$ cat src/rtl/pdma_pkg.sv
`timescale 1ns/1ps
package pdma_pkg;
  typedef enum logic [1:0] {
    SZ_BYTE = 2'd0,
    SZ_HALF = 2'd1,
    SZ_WIDE = 2'd2,
    SZ_RSVD = 2'd3
  } acc_size_e;

  function automatic logic size_is_legal(input logic [1:0] sz);
    return (sz == SZ_BYTE) || (sz == SZ_HALF);
  endfunction
endpackage

$ cat src/rtl/pdma_byte_fifo.sv
`timescale 1ns/1ps
module pdma_byte_fifo #(
  parameter int DEPTH = 16,
  parameter int CNT_W = $clog2(DEPTH + 1)
) (
  input  logic             clk,
  input  logic             rst_n,
  input  logic             push,
  input  logic [7:0]       push_data,
  input  logic             pop,
  output logic [7:0]       pop_data,
  output logic [CNT_W-1:0] count,
  output logic [CNT_W-1:0] count_nxt,
  output logic             full,
  output logic             empty
);
  localparam int PTR_W = (DEPTH > 1) ? $clog2(DEPTH) : 1;
  localparam logic [PTR_W-1:0] LAST = PTR_W'(DEPTH - 1);

  logic [7:0]       mem [DEPTH];
  logic [PTR_W-1:0] wr_ptr, rd_ptr;
  logic             push_eff, pop_eff;

  function automatic logic [PTR_W-1:0] step(input logic [PTR_W-1:0] p);
    return (p == LAST) ? '0 : p + 1'b1;
  endfunction

  assign full      = (count == CNT_W'(DEPTH));
  assign empty     = (count == '0);
  assign push_eff  = push && !full;
  assign pop_eff   = pop && !empty;
  assign pop_data  = empty ? 8'h00 : mem[rd_ptr];
  assign count_nxt = count + CNT_W'(push_eff) - CNT_W'(pop_eff);

  always_ff @(posedge clk) begin
    if (push_eff) mem[wr_ptr] <= push_data;
  end

  always_ff @(posedge clk) begin
    if (!rst_n) begin
      wr_ptr <= '0;
      rd_ptr <= '0;
      count  <= '0;
    end else begin
      if (push_eff) wr_ptr <= step(wr_ptr);
      if (pop_eff)  rd_ptr <= step(rd_ptr);
      count <= count_nxt;
    end
  end
endmodule

$ cat src/rtl/pdma_xfer_count.sv
`timescale 1ns/1ps
module pdma_xfer_count #(
  parameter int TC_W = 24
) (
  input  logic            clk,
  input  logic            rst_n,
  input  logic            load,
  input  logic [TC_W-1:0] load_val,
  input  logic            dec,
  input  logic            start,
  input  logic            done,
  output logic [TC_W-1:0] count,
  output logic            nonzero,
  output logic            zero_nxt,
  output logic            drq
);
  logic [TC_W-1:0] count_nxt;
  logic            armed_q;

  assign nonzero = (count != '0);

  always_comb begin
    count_nxt = count;
    if (load)              count_nxt = load_val;
    else if (dec && nonzero) count_nxt = count - 1'b1;
  end

  assign zero_nxt = (count_nxt == '0);
  assign drq      = armed_q && nonzero;

  always_ff @(posedge clk) begin
    if (!rst_n) begin
      count   <= '0;
      armed_q <= 1'b0;
    end else begin
      count <= count_nxt;
      if (done)                         armed_q <= 1'b0;
      else if (start)                   armed_q <= 1'b1;
      else if (dec && nonzero && zero_nxt) armed_q <= 1'b0;
    end
  end
endmodule

$ cat src/rtl/pdma_host_seq.sv
`timescale 1ns/1ps
module pdma_host_seq
  import pdma_pkg::*;
(
  input  logic        clk,
  input  logic        rst_n,
  input  logic        acc_valid,
  output logic        acc_ready,
  input  logic        acc_write,
  input  logic [1:0]  acc_size,
  input  logic [15:0] acc_wdata,
  output logic        op_fire,
  output logic        op_write,
  output logic        op_last,
  output logic [7:0]  op_wbyte,
  input  logic [7:0]  op_rbyte,
  output logic        rd_valid,
  output logic [15:0] rd_data
);
  logic       phase_q, wr_q;
  logic [7:0] lo_q, hi_rd_q;
  logic       accept, take_byte, take_half;

  assign acc_ready = !phase_q;
  assign accept    = acc_valid && acc_ready;
  assign take_byte = accept && (acc_size == SZ_BYTE);
  assign take_half = accept && (acc_size == SZ_HALF);

  assign op_fire  = phase_q || take_byte || take_half;
  assign op_last  = phase_q || take_byte;
  assign op_write = phase_q ? wr_q : acc_write;

  always_comb begin
    if (phase_q)        op_wbyte = lo_q;
    else if (take_half) op_wbyte = acc_wdata[15:8];
    else                op_wbyte = acc_wdata[7:0];
  end

  always_ff @(posedge clk) begin
    if (!rst_n) begin
      phase_q  <= 1'b0;
      wr_q     <= 1'b0;
      lo_q     <= '0;
      hi_rd_q  <= '0;
      rd_valid <= 1'b0;
      rd_data  <= '0;
    end else begin
      rd_valid <= op_fire && op_last && !op_write;
      if (op_fire && op_last && !op_write)
        rd_data <= phase_q ? {hi_rd_q, op_rbyte} : {8'h00, op_rbyte};
      if (take_half) begin
        phase_q <= 1'b1;
        wr_q    <= acc_write;
        lo_q    <= acc_wdata[7:0];
        hi_rd_q <= op_rbyte;
      end else if (phase_q) begin
        phase_q <= 1'b0;
      end
    end
  end
endmodule

$ cat src/rtl/pdma_port.sv
`timescale 1ns/1ps
module pdma_port #(
  parameter int TC_W       = 24,
  parameter int DATA_DEPTH = 16,
  parameter int CMD_DEPTH  = 16
) (
  input  logic            clk,
  input  logic            rst_n,
  input  logic            cmd_mode,
  input  logic            acc_valid,
  output logic            acc_ready,
  input  logic            acc_write,
  input  logic [1:0]      acc_size,
  input  logic [15:0]     acc_wdata,
  output logic            rd_valid,
  output logic [15:0]     rd_data,
  output logic            chk_evt,
  output logic            cmd_go,
  input  logic            tc_load,
  input  logic [TC_W-1:0] tc_load_val,
  input  logic            xfer_start,
  input  logic            xfer_done,
  output logic [TC_W-1:0] xfer_count,
  output logic            drq,
  input  logic            pad_req,
  input  logic            fill_valid,
  output logic            fill_ready,
  input  logic [7:0]      fill_data,
  output logic            drain_valid,
  input  logic            drain_ready,
  output logic [7:0]      drain_data,
  output logic            cmd_out_valid,
  input  logic            cmd_out_ready,
  output logic [7:0]      cmd_out_data
);
  localparam int DCNT_W = $clog2(DATA_DEPTH + 1);
  localparam int CCNT_W = $clog2(CMD_DEPTH + 1);

  logic             op_fire, op_write, op_last;
  logic [7:0]       op_wbyte, op_rbyte;
  logic             tc_nonzero, tc_zero_nxt;
  logic             wr_ok, host_rd, host_on_data, host_on_cmd;
  logic             d_push, d_pop, d_full, d_empty;
  logic [7:0]       d_push_data, d_head;
  logic [DCNT_W-1:0] d_cnt, d_cnt_nxt;
  logic             c_push, c_pop, c_full, c_empty;
  logic [7:0]       c_head;
  logic [CCNT_W-1:0] c_cnt, c_cnt_nxt;
  logic             pad_active_q, pad_push, fill_push, pad_ok;

  pdma_host_seq u_seq (
    .clk(clk), .rst_n(rst_n),
    .acc_valid(acc_valid), .acc_ready(acc_ready), .acc_write(acc_write),
    .acc_size(acc_size), .acc_wdata(acc_wdata),
    .op_fire(op_fire), .op_write(op_write), .op_last(op_last),
    .op_wbyte(op_wbyte), .op_rbyte(op_rbyte),
    .rd_valid(rd_valid), .rd_data(rd_data)
  );

  pdma_xfer_count #(.TC_W(TC_W)) u_tc (
    .clk(clk), .rst_n(rst_n),
    .load(tc_load), .load_val(tc_load_val),
    .dec(op_fire && op_write),
    .start(xfer_start), .done(xfer_done),
    .count(xfer_count), .nonzero(tc_nonzero), .zero_nxt(tc_zero_nxt),
    .drq(drq)
  );

  // Host byte routing
  assign wr_ok        = op_fire && op_write && tc_nonzero;
  assign host_rd      = op_fire && !op_write;
  assign host_on_data = op_fire && !cmd_mode;
  assign host_on_cmd  = op_fire && cmd_mode;
  assign op_rbyte     = cmd_mode ? c_head : d_head;

  // Zero padding of the data FIFO
  assign pad_ok   = (xfer_count <= TC_W'(DATA_DEPTH)) &&
                    (TC_W'(d_cnt) < xfer_count);
  assign pad_push = pad_active_q && !d_full && !host_on_data;

  always_ff @(posedge clk) begin
    if (!rst_n)                          pad_active_q <= 1'b0;
    else if (!pad_active_q && pad_req)   pad_active_q <= pad_ok;
    else if (pad_active_q && d_full)     pad_active_q <= 1'b0;
  end

  // Target-side streams
  assign fill_ready    = !d_full && !pad_active_q && !host_on_data;
  assign fill_push     = fill_valid && fill_ready;
  assign drain_valid   = !d_empty && !host_on_data;
  assign drain_data    = d_head;
  assign cmd_out_valid = !c_empty && !host_on_cmd;
  assign cmd_out_data  = c_head;

  always_comb begin
    d_push      = 1'b0;
    d_push_data = 8'h00;
    if (wr_ok && !cmd_mode) begin
      d_push      = 1'b1;
      d_push_data = op_wbyte;
    end else if (fill_push) begin
      d_push      = 1'b1;
      d_push_data = fill_data;
    end else if (pad_push) begin
      d_push      = 1'b1;
    end
  end

  assign d_pop  = (host_rd && !cmd_mode) || (drain_valid && drain_ready);
  assign c_push = wr_ok && cmd_mode;
  assign c_pop  = (host_rd && cmd_mode) || (cmd_out_valid && cmd_out_ready);

  pdma_byte_fifo #(.DEPTH(DATA_DEPTH), .CNT_W(DCNT_W)) u_dfifo (
    .clk(clk), .rst_n(rst_n),
    .push(d_push), .push_data(d_push_data),
    .pop(d_pop), .pop_data(d_head),
    .count(d_cnt), .count_nxt(d_cnt_nxt),
    .full(d_full), .empty(d_empty)
  );

  pdma_byte_fifo #(.DEPTH(CMD_DEPTH), .CNT_W(CCNT_W)) u_cfifo (
    .clk(clk), .rst_n(rst_n),
    .push(c_push), .push_data(op_wbyte),
    .pop(c_pop), .pop_data(c_head),
    .count(c_cnt), .count_nxt(c_cnt_nxt),
    .full(c_full), .empty(c_empty)
  );

  // Completion-check and command hand-off events
  always_ff @(posedge clk) begin
    if (!rst_n) begin
      chk_evt <= 1'b0;
      cmd_go  <= 1'b0;
    end else begin
      chk_evt <= op_fire && op_last &&
                 (op_write || (d_cnt_nxt < DCNT_W'(2)));
      cmd_go  <= op_fire && op_last && op_write && cmd_mode &&
                 tc_zero_nxt && (c_cnt_nxt != '0);
    end
  end
endmodule

$ cat config.mk
export PLATFORM = sky130hd
export DESIGN_NAME = pdma_port
export DESIGN_NICKNAME = d
export VERILOG_FILES = /design/src/rtl/pdma_pkg.sv /design/src/rtl/pdma_byte_fifo.sv /design/src/rtl/pdma_xfer_count.sv /design/src/rtl/pdma_host_seq.sv /design/src/rtl/pdma_port.sv
export SDC_FILE = /design/constraint.sdc
export NUM_CORES = 1
export LEC_CHECK = 0
export BUFFER_PORTS_ARGS = -buffer_cell sky130_fd_sc_hd__buf_2
export CORE_MARGIN = 5
export CORE_UTILIZATION = 45
export DETAILED_ROUTE_END_ITERATION = 7
export GPL_TIMING_DRIVEN = 1
export PLACE_DENSITY = 0.71
export SYNTH_ARGS = -nofsm -noshare
export SYNTH_HDL_FRONTEND = slang
export SYNTH_HIERARCHICAL = 1
export SYNTH_SLANG_ARGS = --single-unit
$ cat constraint.sdc
create_clock -name clk -period 5.65 [get_ports clk]
set_clock_uncertainty 0.15 [all_clocks]
set_input_delay 1.13 -clock clk [delete_from_list [all_inputs] [get_ports clk]]
set_output_delay 1.13 -clock clk [all_outputs]
set_load 0.1 [all_outputs]
Word-level counts from Yosys, hierarchy flattened:

Memories as Yosys holds them, arrays and structs flattened. A register that Yosys moved wholly into a read port is not among the register bits.
Cells that the tools add are included.

* output and inout bits: 64
* bits in writable memories: 256
* logic and storage cells: 131
* register bits: 89
* input bits: 62
* memories kept: 2

* order comparisons: 3
* mux-type cells: 31
* reduce and logical (&&, ||, !) cells: 61
* bitwise logic cells: 1
* $add $sub $neg: 9
* equal/unequal tests: 7

Memories
* u_cfifo.mem: depth 16, bits a word 8, read ports 1, clocked after Yosys merged registers in 1, write ports 1, line pdma_byte_fifo.sv:20 `logic [7:0] mem [DEPTH];`
* u_dfifo.mem: depth 16, bits a word 8, read ports 1, clocked after Yosys merged registers in 1, write ports 1, line pdma_byte_fifo.sv:20

Operators by type and width (count)
* two-way mux 8 bit: 7
* two-way mux 24 bit: 2
* logical AND 1 bit: 37
* two-way mux 4 bit: 8
* <= comparator 24 x 5 -> 1 bit, second input constant: 1
* logical NOT 24 bit: 1
* less-than comparator 5 x 24 -> 1 bit: 1
* nonzero test 24 bit: 1
* subtractor 24 x 1 -> 24 bit, second input constant: 1
* adder 4 x 1 -> 4 bit, second input constant: 4
* == test 4 bit, second input constant: 4
* two-way mux 16 bit: 1
* two-way mux 1 bit: 13
* adder 5 x 1 -> 5 bit: 2
* == test 5 bit, second input constant: 2
* logical NOT 1 bit: 10
* logical NOT 5 bit: 2
* subtractor 5 x 1 -> 5 bit: 2
* logical OR 1 bit: 5
* less-than comparator 5 x 2 -> 1 bit, second input constant: 1
* nonzero test 5 bit: 1
* nonzero test 2 bit: 2
* == test 2 x 1 -> 1 bit, second input constant: 1
* logical NOT 2 bit: 1
* 2 further kinds: 2

Longest topological paths before layout:

Gate-level depths: netlist (run 1).

* depth after elaboration: 17
* depth in mapped cells: 20
* depth with buffers taken out: 19

Hierarchy:

Netlist (run 1), hierarchy kept.

By module, submodules not included
* pdma_byte_fifo: instances 2, cells an instance 310, area an instance 5906.9 um^2, seq. area each 4184.0 um^2
* pdma_xfer_count: instances 1, cells an instance 223, area an instance 1767.9 um^2, seq. area each 500.5 um^2
* pdma_host_seq: instances 1, cells an instance 193, area an instance 1599.0 um^2, seq. area each 700.7 um^2
* pdma_port: instances 1, cells an instance 71, area an instance 570.5 um^2, seq. area each 60.1 um^2

Worst setup path before layout (run 1):

Ideal clock, no wire load.

* path kind: register -> output
* start: register u_seq.phase_q
* end: output fill_ready
* setup slack: 0.605 ns
* stages on the path, launching flop included: 7
* data required time: 4.370 ns
* path buffers: 2
* data arrival time: 3.765 ns
* cells stage by stage: dfxtp_1 -> clkbuf_1 -> inv_1 -> nand2_1 -> nor2b_1 -> buf_6 -> nor3_1

* word-level cells in the longest chain between the ends: 8
* elaborated cells on any way between the ends: 9
* classes of those cells: 9 x reduce/logical

RTL lines
* start, declared: line pdma_host_seq.sv:20 `logic phase_q, wr_q;`
* start signal, assigned: line pdma_host_seq.sv:41 `phase_q <= 1'b0;`
* start signal, assigned: line pdma_host_seq.sv:52 `phase_q <= 1'b1;`
* start signal, assigned: line pdma_host_seq.sv:57 `phase_q <= 1'b0;`
* logical NOT 1 bit *: line pdma_host_seq.sv:24 `assign acc_ready = !phase_q;`
* net acc_ready: line pdma_port.sv:11 `output logic acc_ready,`
* logical AND 1 bit *: line pdma_host_seq.sv:25 `assign accept = acc_valid && acc_ready;`
* logical AND 1 bit: line pdma_host_seq.sv:26 `assign take_byte = accept && (acc_size == SZ_BYTE);`
* logical OR 1 bit: line pdma_host_seq.sv:29 `assign op_fire = phase_q || take_byte || take_half;`
* logical OR 1 bit *: line pdma_host_seq.sv:29
* net op_fire: line pdma_port.sv:39 `logic op_fire, op_write, op_last;`
* logical AND 1 bit *: line pdma_port.sv:72 `assign host_on_data = op_fire && !cmd_mode;`
* logical NOT 1 bit *: line pdma_port.sv:88 `assign fill_ready = !d_full && !pad_active_q && !host_on_data;`
* logical AND 1 bit *: line pdma_port.sv:88
* end, declared: line pdma_port.sv:27 `output logic fill_ready,`

Mark *: on every way through the listed nets, which the timed path passes. The rest lies on a longest branch.

Worst setup path in the final report (run 1):

* start: register u_tc.count[8]
* end: register chk_evt

* word-level cells in the longest chain between the ends: 10

RTL lines
* start, declared: line pdma_xfer_count.sv:12 `output logic [TC_W-1:0] count,`
* start signal, assigned: line pdma_xfer_count.sv:36 `count <= count_nxt;`
* nonzero test 24 bit: line pdma_xfer_count.sv:20 `assign nonzero = (count != '0);`
* net tc_nonzero: line pdma_port.sv:41 `logic tc_nonzero, tc_zero_nxt;`
* logical AND 1 bit: line pdma_port.sv:70 `assign wr_ok = op_fire && op_write && tc_nonzero;`
* logical AND 1 bit: line pdma_port.sv:98 `if (wr_ok && !cmd_mode) begin`
* two-way mux 1 bit: line pdma_port.sv:98
* net d_push: line pdma_port.sv:43 `logic d_push, d_pop, d_full, d_empty;`
* logical AND 1 bit: line pdma_byte_fifo.sv:30 `assign push_eff = push && !full;`
* adder 5 x 1 -> 5 bit: line pdma_byte_fifo.sv:33 `assign count_nxt = count + CNT_W'(push_eff) - CNT_W'(pop_eff);`
* subtractor 5 x 1 -> 5 bit: line pdma_byte_fifo.sv:33
* net d_cnt_nxt[4]: line pdma_port.sv:45 `logic [DCNT_W-1:0] d_cnt, d_cnt_nxt;`
* less-than comparator 5 x 2 -> 1 bit: line pdma_port.sv:136 `(op_write || (d_cnt_nxt < DCNT_W'(2)));`
* logical OR 1 bit: line pdma_port.sv:136
* logical AND 1 bit: line pdma_port.sv:135 `chk_evt <= op_fire && op_last &&`
* end signal, assigned: line pdma_port.sv:135
* end, declared: line pdma_port.sv:17 `output logic chk_evt,`

The timed path passes the listed nets, and every way through them passes these cells.
A chain may end at the register's enable or synchronous reset.

==> results of run 1 <==
[placed cells by master, fill, tap and decap left out, types with 22 or more instances in the layout]
cell,count
and2_1,62
ha_1,28
a211oi_1,37
buf_2,125
dfxtp_1,97
nand2_1,94
nand3_1,23
mux4_2,46
a21oi_1,23
nor2_1,22
edfxtp_1,256
nor2b_1,24
clkbuf_16,41
a21boi_0,24
inv_1,29
[worst paths after layout]
path | endpoint | slack (ns) | startpoint | depth (start not counted)
max | chk_evt$_SDFF_PN0_ | 0.74 | u_tc/count[8]$_SDFF_PN0_ | 17
min | u_seq/rd_data[14]$_SDFFE_PN0P_ | 0.30 | u_seq/rd_data[14]$_SDFFE_PN0P_ | 2
max reg2reg | chk_evt$_SDFF_PN0_ | 0.74 | u_tc/count[8]$_SDFF_PN0_ | 17
min reg2reg | u_seq/rd_data[14]$_SDFFE_PN0P_ | 0.30 | u_seq/rd_data[14]$_SDFFE_PN0P_ | 2
[cells in the mapped netlist, types with 7 or more instances]
| cell | n | area share |
|---|---|---|
| a211oi_1 | 37 | 0.018 |
| a21boi_0 | 24 | 0.011 |
| a21o_1 | 10 | 0.0048 |
| a21oi_1 | 23 | 0.0073 |
| a22o_1 | 16 | 0.0089 |
| a31oi_1 | 7 | 0.0028 |
| and2_1 | 62 | 0.025 |
| and3_1 | 12 | 0.0048 |
| buf_2 | 22 | 0.0070 |
| buf_4 | 8 | 0.0038 |
| buf_6 | 9 | 0.0064 |
| clkbuf_1 | 18 | 0.0043 |
| dfxtp_1 | 97 | 0.12 |
| edfxtp_1 | 256 | 0.49 |
| ha_1 | 28 | 0.022 |
| inv_1 | 29 | 0.0069 |
| mux2_2 | 10 | 0.0071 |
| mux2i_1 | 20 | 0.013 |
| mux4_1 | 18 | 0.030 |
| mux4_2 | 46 | 0.066 |
| nand2_1 | 94 | 0.022 |
| nand2b_1 | 14 | 0.0056 |
| nand3_1 | 23 | 0.0073 |
| nand4_1 | 11 | 0.0044 |
| nor2_1 | 22 | 0.0052 |
| nor2b_1 | 24 | 0.0095 |
| nor3_1 | 13 | 0.0041 |
| nor4_1 | 12 | 0.0048 |
| o2111ai_1 | 9 | 0.0050 |
| o21ai_0 | 21 | 0.0067 |
| o311ai_1 | 8 | 0.0044 |
| xnor2_1 | 11 | 0.0061 |
| xor2_1 | 9 | 0.0050 |
[layout make-up]
cell class                 instances  area, um^2
antenna                            2       5.005
clock buffer                      50        1080
clock inverter                    20       180.2
fill                            2885       16600
inverter                          29       108.9
multi-input combinational        663        5650
sequential                       353        9629
tap                              455       569.3
timing repair buffer             137       715.7
[power breakdown]
group,switching [mW],internal (mW)
clock,1.02,1.46
combinational,1.64,0.682
sequential,0.106,2.92
[worst max-delay path, cell delays in order (launching register included)]
cell and delay (ns):
dfxtp_1 0.36, or4_4 0.58, or4_4 0.64, nor2_1 0.34, inv_1 0.21, and3_1 0.35
or2_1 0.33, nand2_1 0.19, ha_1 0.16, inv_1 0.04, ha_1 0.19, fa_1 0.40
a21oi_1 0.16, o21bai_1 0.08, xnor2_1 0.14, nor4_1 0.32, nor2_1 0.07, nor2_1 0.11
[logic make-up (layout without fill, tap and decap cells)]
logic type,count (synthesis),after routing,share of synthesized area
DFF,353,353,0.6113
xor gates and xnor gates,20,20,0.01112
other,0,2,0
buffers and inverters,91,236,0.03169
adders and majority gates,30,30,0.02478
AOI/OAI and AO/OA,195,195,0.09223
muxes,94,94,0.1157
and+or+nand+nor,324,324,0.1132
[state kept, by name, indices dropped and copies added (netlist names), named ones only]
name / cells
u_dfifo/rd_ptr: 4
u_seq/lo_q: 8
u_dfifo/mem: 128
u_dfifo/count: 5
u_seq/hi_rd_q: 8
chk_evt: 1
u_cfifo/mem: 128
cmd_go: 1
pad_active_q: 1
u_cfifo/count: 5
u_tc/armed_q: 1
u_tc/count: 24
u_seq/phase_q: 1
u_seq/rd_data: 16
u_seq/wr_q: 1
u_seq/rd_valid: 1
u_cfifo/wr_ptr: 4
u_cfifo/rd_ptr: 4
u_dfifo/wr_ptr: 4
[layer usage]
metal	part of all wire	track usage	vias to the layer above
li1	-	-	4548
met1	0.43	0.2694	4902
met2	0.45	0.2870	418
met3	0.096	0.05799	56
met4	0.018	0.04443	6
met5	0.0011	0	-
[per-stage QoR]
step                hold slack [ns]  setup slack [ns]
global route                 0.3280            0.3872
CTS                          0.3068            0.7718
floorplan                    0.2822            0.6047
global placement             0.2907            0.7583
detailed placement           0.2991            0.5785
finish                       0.3042            0.7441
==> summary.md, run 1 <==
| Metric | Value |
|---|---|
| Vias | 9930 |
| CTS Root Cell | clkbuf_16 |
| Max cap viols | 0 |
| Sequential fraction of the synthesis area | 0.6113 |
| Cell variety after synth | 70 |
| Tmin final | 4.906 ns |
| Post-route cell area | 0.01794 mm^2 |
| DRC errors left | 0 |
| Fmax | 0.2038 GHz |
| All-Layer GR Usage | 0.1887 |
| Core ar. | 0.03454 mm^2 |
| Pleak | 6.286 nW |
| Starting Density | 0.4560 |
| IO buf count | 125 |
| Total wire length | 37310 um |
| Initial DRC Count | 661 |
| Syn Nets | 1199 |
| WS Path Type | flip-flop to flip-flop |
| Worst endpoint required time | 5.95 ns |
| Rows | 68 |
| Antenna viol nets, final | 0 |
| Die X | 197.1 um |
| CP max FO | 11 |
| Slew @ Worst Pin | 1.127 ns |
| Final GP Congestion | 0.8785 |
| Post-cts sizing count | 0 |
| Share of cells above drive strength 1 | 0.2157 |
| Yosys warns | 6 |
| Die area | 0.03884 mm^2 |
| GRT overflow | 0 |
| Final cell count without fillers | 1709 |
| Worst skew pair latency | 0.52 ns |
| Hold Buf Count CTS | 0 |
| Post-DP HPWL | 25200 um |
| Clock Path Buffers | 3 |
| Arrival @ worst endpoint | 5.20 ns |
| Period utilization | 0.8683 |
| Power consumption | 7.827 mW |
| Placed cells | 1637 |
| Layout Nets | 1316 |
| Clock edge transition at the registers on the reported setup and hold paths | 0.06 ns |
| EDFF count, synth | 256 |
| Vias in the first global route | 9910 |
| Slew HR | 0.2469 |
| WL per Instance | 21.83 um |
| Chip Height | 197.1 um |
| H-tree depth | 2 |
| Ys async rst share | 0 |
| Initial antenna violation count | 5 |
| Peak VDD IR | 0.6677 mV |
| Synth Instances | 1107 |
| Crit path capture type | flip-flop |
| Post-synthesis register bit count | 353 |
| CP startpoint kind | flip-flop |
| Inserted Clock Buffers | 40 |
| Placed cell area | 0.01667 mm^2 |
| Status | completed |
| Sink Count | 353 |
| Postcts setup bufs | 0 |
| Pwr dens | 436.3 mW/mm^2 |
| Router iterations before antenna repair | 5 |
| Ports | 126 |
| Layout area overhead | 13.89% |
| Sum of negative setup slack | 0 ns |
| Pin count of the biggest net entering global routing | 68 |
| Final Max Slew Viols | 0 |
| Unrepaired setup endpoints after global routing | no |
| Finish-stage setup viols | 0 |
| Synthesized area | 0.01575 mm^2 |
| Top FF cell, synth | edfxtp_1 |
| Synthesized area per cell | 14.23 um^2 |
| Final core occ | 0.5193 |
| CTS tree | yes |
| First-pass GRT wire length | 57620 um |
| Fin. Hold Viols | 0 |
| HP Class | flip-flop to flip-flop |
| Drt via density | 5.810 |
Power figures use the tool's default switching activity.
==> run 2: changes to the inputs <==
Settings changed: GPL_TIMING_DRIVEN 1 to 0.
Clock period 5.65 ns to 5.35 ns, I/O delays scaled along.
==> summary.md, run 2 (same netlist as run 1, synthesis figures left out) <==
| Metric | Value |
|---|---|
| Status | completed |
| Share of cells above drive strength 1 | 0.2273 (+0.01169) |
| First-pass GRT wire length | 57390 um (-0.39%) |
| Initial antenna violation count | 5 (unchanged) |
| Initial DRC Count | 876 (+33%) |
| Final core occ | 0.5267 (+0.007353) |
| Final Max Slew Viols | 0 (unchanged) |
| Unrepaired setup endpoints after global routing | no |
| CP max FO | 9 (-2) |
| Peak VDD IR | 0.6071 mV (-9.1%) |
| H-tree depth | 2 (unchanged) |
| Pwr dens | 455.0 mW/mm^2 (+4.3%) |
| Fin. Hold Viols | 0 (unchanged) |
| Pin count of the biggest net entering global routing | 23 (-66%) |
| Clock power share | 0.310 (-0.006) |
| Drt via density | 5.755 (-0.96%) |
| Power consumption | 8.277 mW (+5.7%) |
| # fillers | 2893 (+0.28%) |
| Final cell count without fillers | 1760 (+3.0%) |
| Clock Path Buffers | 3 (unchanged) |
| Total wire length | 37200 um (-0.28%) |
| Bufs and invs on worst path | 3 (+1) |
| Final WS setup | 0.4238 ns (-0.3204 ns) |
| Core ar. | 0.03454 mm^2 (unchanged) |
| Crit path cell chain | or4_4, or4_4, nor2_1, inv_1, and3_1, buf_6, or2_1, nand2_1, ha_1, inv_1, ha_1, fa_1, a21oi_1, o21bai_1, xnor2_1, nor4_1, nor2_1, nor2_1 |
| Sum of negative setup slack | 0 ns (unchanged) |
| Critical path's top delay family | simple AND/OR/NAND/NOR gates |
| Post-DP HPWL | 26310 um (+4.4%) |
| Finish-stage setup viols | 0 (unchanged) |
| All-Layer GR Usage | 0.1880 (-0.0007120) |
| Vias in the first global route | 10220 (+3.1%) |
| Arrival @ worst endpoint | 5.20 ns (about the same) |
| Clock edge transition at the registers on the reported setup and hold paths | 0.06 ns (about the same) |
| Placed cell area | 0.01695 mm^2 (+1.6%) |
| Crit-path max cell delay | 0.60 ns (-0.04 ns) |
| Ports | 126 (unchanged) |
| Die area | 0.03884 mm^2 (unchanged) |
| Sequential Power Share | 0.383 (-0.004) |
| IO buf count | 125 (unchanged) |
| DRC errors left | 0 (unchanged) |
| Final hold slack | 0.3004 ns (-0.003755 ns) |
| Largest registers | u_cfifo/mem: 128 flops, u_dfifo/mem: 128 flops, u_tc/count: 24 flops |
| CTS Root Cell | clkbuf_16 |
| Psw | 2.916 mW (+5.5%) |
| CTS tree | yes |
| Setup Slack @ Placement | 0.1949 ns (-0.3836 ns) |
| Router iterations before antenna repair | 5 (unchanged) |
| Inserted Clock Buffers | 38 (-5.0%) |
| Fmax | 0.2030 GHz (-0.41%) |
| Layout area overhead | 15.50% |
| Register area | 0.009629 mm^2 (unchanged) |
| Starting Density | 0.4560 (unchanged) |
| Post-route cell area | 0.01819 mm^2 (+1.4%) |
| Slew HR | 0.3667 (+0.1198) |
| CP max stage cell | or4_4 |
| Max cap viols | 0 (unchanged) |
| Vias | 10130 (+2.0%) |
| Worst skew pair latency | 0.52 ns (about the same) |
| Comb pwr share | 0.307 (+0.010) |
| Layout Nets | 1364 (+3.6%) |
| Sink Count | 353 (unchanged) |
| Commonest non-fill, non-tap cells in the layout | edfxtp_1, buf_2, dfxtp_1 |
| Antenna viol nets, final | 0 (unchanged) |
| Pleak | 6.449 nW (+2.6%) |
| Final GP Congestion | 0.9578 (+9.0%) |
| Crit path capture type | flip-flop |
| Internal power | 5.362 mW (+5.9%) |
| Rows | 68 (unchanged) |
| WL per Instance | 21.14 um (-3.2%) |
| Slew @ Worst Pin | 0.9443 ns (-0.1831 ns) |
| WS Path Type | flip-flop to flip-flop |
| Most common cell after layout, fill and taps aside | edfxtp_1 |
| HP Class | flip-flop to flip-flop |
| Multi-input gate area | 0.005629 mm^2 (-0.38%) |
| Chip Height | 197.1 um (unchanged) |
| Most Frequent Cell on Critical Path | nor2_1 |
| Placed cells | 1687 (+3.1%) |
| GRT overflow | 0 (unchanged) |
| Tmin final | 4.926 ns (+0.02035 ns) |
| CP startpoint kind | flip-flop |
| Period utilization | 0.9208 (+0.05249) |
| Sw frac | 0.3522 (-0.0007858) |
| Die X | 197.1 um (unchanged) |
| Worst endpoint required time | 5.63 ns (-0.32 ns) |
-- run 2: cell types whose count changed in the layout (fill, tap and decap cells not counted), moves of 4 or more --
cell,change
clkbuf_1,+16
buf_6,+9
buf_4,-4
inv_6,-5
buf_2,+22
-- run 2: cell type report --
type,count,area share
sequential,353,0.5293
tap,455,0.03129
timing repair buffer,125,0.03439
inverter,29,0.005983
buffer,62,0.02146
clock buffer,48,0.05626
clock inverter,22,0.01149
multi-input combinational,663,0.3094
antenna,3,0.0004127
-- run 2: layer usage --
layer  vias to the layer above  track usage  wire, um
met2                       457       0.2904     16540
met3                        78      0.04349      3615
li1                       4652            -         -
met4                         8      0.05059       975
met1                      4933       0.2710     16030
met5                         -            0        50
-- run 2: what timing repair did --
action / CTS / global route
hold buffers: 0 / 0
endpoints found under the hold margin: 0 / 0
setup buffers: 0 / 0
resized for setup: 0 / 1
setup endpoints to repair: 0 / 1
-- run 2: worst paths after layout --
path | startpoint | to | slack (ns) | cells after the start
worst min-delay path | u_seq/rd_data[11]$_SDFFE_PN0P_ | u_seq/rd_data[11]$_SDFFE_PN0P_ | 0.30 | 2
worst max register to register | u_tc/count[8]$_SDFF_PN0_ | chk_evt$_SDFF_PN0_ | 0.42 | 18
worst max-delay path | u_tc/count[8]$_SDFF_PN0_ | chk_evt$_SDFF_PN0_ | 0.42 | 18
worst min register to register | u_seq/rd_data[11]$_SDFFE_PN0P_ | u_seq/rd_data[11]$_SDFFE_PN0P_ | 0.30 | 2
-- run 2: worst register-to-register path, stage by stage, from the launching register on --
cell and delay, ns:
dfxtp_1 0.37, or4_4 0.60, or4_4 0.54, nor2_1 0.32, inv_1 0.22, and3_1 0.22
buf_6 0.14, or2_1 0.27, nand2_1 0.20, ha_1 0.17, inv_1 0.04, ha_1 0.19
fa_1 0.41, a21oi_1 0.17, o21bai_1 0.10, xnor2_1 0.15, nor4_1 0.31, nor2_1 0.07
nor2_1 0.19
-- run 2: power groups by stage --
stage / registers (mW) / clock network [mW] / logic (mW)
global placement: 3.23 / 0 / 2.50
detailed placement: 3.23 / 0 / 2.54
global route: 3.19 / 2.73 / 2.70
floorplan: 3.34 / 0 / 1.85
CTS: 3.17 / 2.61 / 2.55
finish: 3.17 / 2.56 / 2.54
